--- src/rtl/refcnt_pkg.sv ---
package refcnt_pkg;

  typedef enum logic {
    MODE_ACTIVE = 1'b0,
    MODE_SELF   = 1'b1
  } sr_mode_e;

  // Counter width for a given number of refresh groups (at least one bit).
  function automatic int unsigned groups_width(input int unsigned n);
    return (n < 2) ? 1 : $clog2(n);
  endfunction

endpackage

--- src/rtl/refcnt_sr_ctrl.sv ---
module refcnt_sr_ctrl
  import refcnt_pkg::*;
(
  input  logic clk,
  input  logic rst_n,
  input  logic cmd_auto_ref,
  input  logic cmd_dummy_ref,
  input  logic cmd_sr_enter,
  input  logic cmd_sr_exit,
  input  logic osc_tick,
  output logic sr_active,
  output logic ref_evt,
  output logic adv_evt,
  output logic proto_err
);

  sr_mode_e mode_q, mode_d;
  logic     err_d;

  // Decide, per cycle, whether a real refresh and/or a counter step happens.
  always_comb begin
    mode_d  = mode_q;
    ref_evt = 1'b0;
    adv_evt = 1'b0;
    err_d   = 1'b0;
    unique case (mode_q)
      MODE_ACTIVE: begin
        ref_evt = cmd_auto_ref | cmd_sr_enter;
        adv_evt = cmd_auto_ref | cmd_sr_enter | cmd_dummy_ref;
        if (cmd_sr_enter) mode_d = MODE_SELF;
      end
      MODE_SELF: begin
        ref_evt = osc_tick;
        adv_evt = osc_tick;
        err_d   = cmd_auto_ref | cmd_dummy_ref;
        if (cmd_sr_exit) mode_d = MODE_ACTIVE;
      end
      default: begin
        mode_d = MODE_ACTIVE;
      end
    endcase
  end

  always_ff @(posedge clk) begin
    if (!rst_n) begin
      mode_q    <= MODE_ACTIVE;
      proto_err <= 1'b0;
    end else begin
      mode_q    <= mode_d;
      proto_err <= err_d;
    end
  end

  assign sr_active = (mode_q == MODE_SELF);

endmodule

--- src/rtl/refcnt_counter.sv ---
module refcnt_counter #(
  parameter int unsigned NUM_GROUPS = 8192,
  parameter int unsigned ROW_W      = 13
) (
  input  logic             clk,
  input  logic             rst_n,
  input  logic             adv,
  input  logic             wr_en,
  input  logic [ROW_W-1:0] wr_value,
  output logic [ROW_W-1:0] cnt
);

  localparam int unsigned LAST = NUM_GROUPS - 1;
  localparam bit          POW2 = ((64'd1 << ROW_W) == 64'(NUM_GROUPS));

  logic [ROW_W-1:0] cnt_q;
  logic [ROW_W-1:0] inc_val;
  logic [ROW_W-1:0] load_val;

  generate
    if (POW2) begin : g_pow2
      // Natural binary rollover is already the modulo wrap.
      assign inc_val  = cnt_q + ROW_W'(1);
      assign load_val = wr_value;
    end else begin : g_mod
      assign inc_val  = (cnt_q == ROW_W'(LAST)) ? '0 : cnt_q + ROW_W'(1);
      assign load_val = (32'(wr_value) < NUM_GROUPS) ? wr_value : '0;
    end
  endgenerate

  // A register write beats any step in the same cycle.
  always_ff @(posedge clk) begin
    if (!rst_n) begin
      cnt_q <= '0;
    end else if (wr_en) begin
      cnt_q <= load_val;
    end else if (adv) begin
      cnt_q <= inc_val;
    end
  end

  assign cnt = cnt_q;

endmodule

--- src/rtl/refcnt_rd_pipe.sv ---
module refcnt_rd_pipe #(
  parameter int unsigned W   = 13,
  parameter int unsigned LAT = 2
) (
  input  logic         clk,
  input  logic         rst_n,
  input  logic         in_valid,
  input  logic [W-1:0] in_data,
  output logic         out_valid,
  output logic [W-1:0] out_data
);

  logic         vld_q [LAT];
  logic [W-1:0] dat_q [LAT];

  always_ff @(posedge clk) begin
    if (!rst_n) begin
      for (int s = 0; s < LAT; s++) begin
        vld_q[s] <= 1'b0;
        dat_q[s] <= '0;
      end
    end else begin
      vld_q[0] <= in_valid;
      dat_q[0] <= in_valid ? in_data : '0;
      for (int s = 1; s < LAT; s++) begin
        vld_q[s] <= vld_q[s-1];
        dat_q[s] <= dat_q[s-1];
      end
    end
  end

  assign out_valid = vld_q[LAT-1];
  assign out_data  = dat_q[LAT-1];

endmodule

--- src/rtl/refcnt_top.sv ---
module refcnt_top #(
  parameter  int unsigned NUM_GROUPS = 8192,
  parameter  int unsigned RD_LAT     = 2,
  localparam int unsigned ROW_W      = refcnt_pkg::groups_width(NUM_GROUPS)
) (
  input  logic             clk,
  input  logic             rst_n,
  input  logic             cmd_auto_ref,
  input  logic             cmd_dummy_ref,
  input  logic             cmd_sr_enter,
  input  logic             cmd_sr_exit,
  input  logic             cmd_cnt_rd,
  input  logic             cmd_cnt_wr,
  input  logic [ROW_W-1:0] wr_value,
  input  logic             osc_tick,
  output logic [ROW_W-1:0] row_addr,
  output logic             ref_strobe,
  output logic [ROW_W-1:0] ref_row,
  output logic             proto_err,
  output logic             rd_valid,
  output logic [ROW_W-1:0] rd_data
);

  logic             sr_active;
  logic             ref_evt;
  logic             adv_evt;
  logic [ROW_W-1:0] cnt;
  logic             strobe_q;
  logic [ROW_W-1:0] row_q;

  refcnt_sr_ctrl u_mode (
    .clk          (clk),
    .rst_n        (rst_n),
    .cmd_auto_ref (cmd_auto_ref),
    .cmd_dummy_ref(cmd_dummy_ref),
    .cmd_sr_enter (cmd_sr_enter),
    .cmd_sr_exit  (cmd_sr_exit),
    .osc_tick     (osc_tick),
    .sr_active    (sr_active),
    .ref_evt      (ref_evt),
    .adv_evt      (adv_evt),
    .proto_err    (proto_err)
  );

  refcnt_counter #(
    .NUM_GROUPS(NUM_GROUPS),
    .ROW_W     (ROW_W)
  ) u_cnt (
    .clk     (clk),
    .rst_n   (rst_n),
    .adv     (adv_evt),
    .wr_en   (cmd_cnt_wr),
    .wr_value(wr_value),
    .cnt     (cnt)
  );

  refcnt_rd_pipe #(
    .W  (ROW_W),
    .LAT(RD_LAT)
  ) u_rd (
    .clk      (clk),
    .rst_n    (rst_n),
    .in_valid (cmd_cnt_rd),
    .in_data  (cnt),
    .out_valid(rd_valid),
    .out_data (rd_data)
  );

  // Array-side strobe with the group that was refreshed.
  always_ff @(posedge clk) begin
    if (!rst_n) begin
      strobe_q <= 1'b0;
      row_q    <= '0;
    end else begin
      strobe_q <= ref_evt;
      if (ref_evt) row_q <= cnt;
    end
  end

  assign row_addr   = cnt;
  assign ref_strobe = strobe_q;
  assign ref_row    = row_q;

endmodule

--- config.mk ---
export PLATFORM = sky130hd
export DESIGN_NAME = refcnt_top
export DESIGN_NICKNAME = d
export VERILOG_FILES = /design/src/rtl/refcnt_pkg.sv /design/src/rtl/refcnt_sr_ctrl.sv /design/src/rtl/refcnt_counter.sv /design/src/rtl/refcnt_rd_pipe.sv /design/src/rtl/refcnt_top.sv
export SDC_FILE = /design/constraint.sdc
export NUM_CORES = 1
export LEC_CHECK = 0
export BUFFER_PORTS_ARGS = -buffer_cell sky130_fd_sc_hd__buf_2
export CORE_AREA = 5 5 65 91
export CTS_CLUSTER_DIAMETER = 150
export DETAILED_ROUTE_END_ITERATION = 12
export DIE_AREA = 0 0 70 96
export PLACE_DENSITY = 0.72
export SLEW_MARGIN = 20
export SYNTH_ARGS = -nofsm -noshare
export SYNTH_HDL_FRONTEND = slang
export SYNTH_SLANG_ARGS = --single-unit
--- constraint.sdc ---
create_clock -name clk -period 1.8 [get_ports clk]
set_input_delay 0.09 -clock clk [delete_from_list [all_inputs] [get_ports clk]]
set_output_delay 0.09 -clock clk [all_outputs]
set_load 0.05 [all_outputs]
==> run summary <==
status - complete, no violations
Post-synth ARST share - 0%
top_reg_cell synth - dfxtp_1
mean post-synth cell area - 9.48 um2
Remaining Overflow, GRT - 0
Worst EP required - 2060 ps
clock skew - 3.89 ps
crit path kind - flip-flop to flip-flop
gpl congestion - 0.826
Num Clock Sinks - 57
global-route wire length before repair - 8190 um
Detail Route Antenna Nets - 0
CP bufs+invs - 0
total track usage - 15.9%
Worst-Margin Slew - 600 ps
Syn Std Cell Area - 2190 um2
most common cell after layout, fill and taps aside - buf_2
Period minus WS final - 1710 ps
vias - 1811
Hold Violations, Final - 0
detailed-route vias per instance - 5.02
HPWL after DPL - 3580 um
Die W - 70 um
wirelength, routed - 5010 um
endpoint class of the critical path - flip-flop
antenna fix cells - 0
Max Cap Viol - 0
Post-synth EDFFs - 0
leak pwr - 1.31 nW
final net count - 313
Ports - 64
number of synthesized register bits - 57
Mapped Cells - 231
DRC - 0
DP Worst Slack - 45.5 ps
max incr delay on CP - 520 ps
reg-to-reg setup timing slack - 90 ps
fin util - 55.4%
CTS root buf - clkbuf_8
Clock Pin Slew Worst Setup and Hold Paths - 60 ps
crit start category - flip-flop
die area - 6720 um2
Worst slew margin - 59.7%
arrival time worst endpoint - 1970 ps
Max FO, Critical Path - 5
Worst Hold Class - input port to flip-flop
unrepaired setup endpoints after global routing - no
share of post-route cells with drive strength above 1 - 35.6%
vias in the first global route - 1765
initial drt markers - 81
Final Setup Violations - 0
initial antenna violation count - 0
synth warn - 0
worst path cell trace - nor2b_4 > or4b_4 > or4_1 > a31oi_1
Die Y - 96 um
Inserted Clock Buffers - 9
PwrDens - 1140 nW/um2
commonest cells after routing, fill and taps aside - buf_2 (63), dfxtp_1 (49), nand2_1 (32)
Worst Slack Setup Final - 92.9 ps
H-tree levels - 3
Max Root-Sink Buffers - 2
largest net degree at the start of global routing - 60
I/O Buffers - 63
Area Overhead vs Synth - 27.6%
sequential area share after synthesis - 52.1%
CTS tree - done
synth unique cells - 42
Max Slew Vio Count - 0
Rows - 31
Top delay family on crit path - simple AND/OR/NAND/NOR gates
Core Region - 5040 um2
clk_lat worst skew - 330 ps
Final period util - 94.8%
syn nets - 254
Max IR drop VDD - 0.623 mV
Fmax - 586 MHz
Starting Density - 43.4%
slowest CP cell - or4b_4
1st-pass router iterations - 4
hold slack - 18.7 ps
routed len/inst - 13.9 um
-- layer usage --
layer / vias to the layer above / share of wire (%) / track usage (%)
met1: 822 / 39 / 16.9
met4: 0 / 2.5 / 10.1
met2: 64 / 52 / 27.7
li1: 909 / - / -
met5: - / 0 / 0
met3: 16 / 7.3 / 4.60
-- stage by stage --
step | area (um2) | power [mW] | setup TNS (ps) | cells
after floorplan | 2200 | 1.70 | -30.2 | 231
after global placement | 2530 | 1.83 | 0 | 344
after detailed placement | 2530 | 1.83 | 0 | 344
after CTS | 2780 | 3.22 | 0 | 361
after global routing | 2790 | 3.31 | 0 | 361
final | 2790 | 3.18 | 0 | 361
-- power breakdown --
| group | total, mW | internal [mW] | switching [mW] | leakage, nW |
|---|---|---|---|---|
| Sequential | 1.36 | 1.33 | 0.0371 | 0.470 |
| Clock | 1.38 | 0.892 | 0.486 | 0.123 |
| Combinational | 0.444 | 0.131 | 0.314 | 0.718 |
-- area by class of cell --
cell class,count,area [um2]
clock buffer,12,165
clock inverter,4,73.8
fill,482,2250
inverter,2,7.51
multi-input combinational,145,901
sequential,57,1160
tap,66,82.6
timing repair buffer,75,408
-- synth_stat cells, types with 2 or more instances --
cell / count / area share, %
a21boi_0: 13 / 4.5
a21oi_1: 4 / 0.91
a31oi_1: 5 / 1.4
and2_1: 16 / 4.6
and3_1: 16 / 4.6
buf_1: 2 / 0.34
buf_4: 13 / 4.5
clkbuf_1: 11 / 1.9
dfxtp_1: 57 / 52
inv_1: 2 / 0.34
nand2_1: 32 / 5.5
nand2b_1: 2 / 0.57
nand3_1: 4 / 0.91
nand4_1: 3 / 0.86
nor2_1: 2 / 0.34
nor3_1: 3 / 0.69
nor4b_1: 2 / 0.80
o211a_1: 4 / 1.8
o21ai_0: 12 / 2.7
o31ai_1: 2 / 0.69
or3_1: 2 / 0.57
or4_1: 2 / 0.69
xnor2_1: 3 / 1.2
-- path summary, 6_finish.rpt --
| kind | cells after the start | startpoint | end |
|---|---|---|---|
| max | 4 | u_mode.sr_active | u_cnt.cnt[9] |
| min | 3 | cmd_sr_exit | u_mode.sr_active |
| max reg2reg | 4 | u_mode.sr_active | u_cnt.cnt[9] |
| min reg2reg | 1 | u_rd.dat_q[0][11] | u_rd.dat_q[0][24] |
-- kinds of logic (layout without fill, tap and decap cells) --
logic type / Yosys count / count (layout) / share of synthesized area, %
and+or+nand+nor: 93 / 93 / 23.7
DFF: 57 / 57 / 52.1
AOI/OAI and AO/OA: 46 / 46 / 14.3
buffers and inverters: 29 / 93 / 7.26
xor gates and xnor gates: 4 / 4 / 1.60
adders and majority gates: 1 / 1 / 0.571
muxes: 1 / 1 / 0.457
-- repair_timing --
item / 4_1_cts / 5_1_grt
setup buffers: 0 / 0
endpoints found under the hold margin: 1 / 0
hold buffers: 1 / 0
setup endpoints to repair: 0 / 12
gates resized for setup: 0 / 3
-- worst min-delay path: cells and delay by family --
| kind | cells | cell delay [ps] |
|---|---|---|
| compound gates | 1 | 100 |
| buf+inv | 1 | 80 |
| simple gates | 1 | 40 |
-- flip-flops by register name (all words and copies together), names as in the netlist --
register,cells
ref_strobe,1
u_mode.proto_err,1
u_mode.sr_active,1
u_cnt.cnt,13
u_rd.dat_q,26
u_rd.vld_q,2
ref_row,13
(Power assumes the default switching activity.)
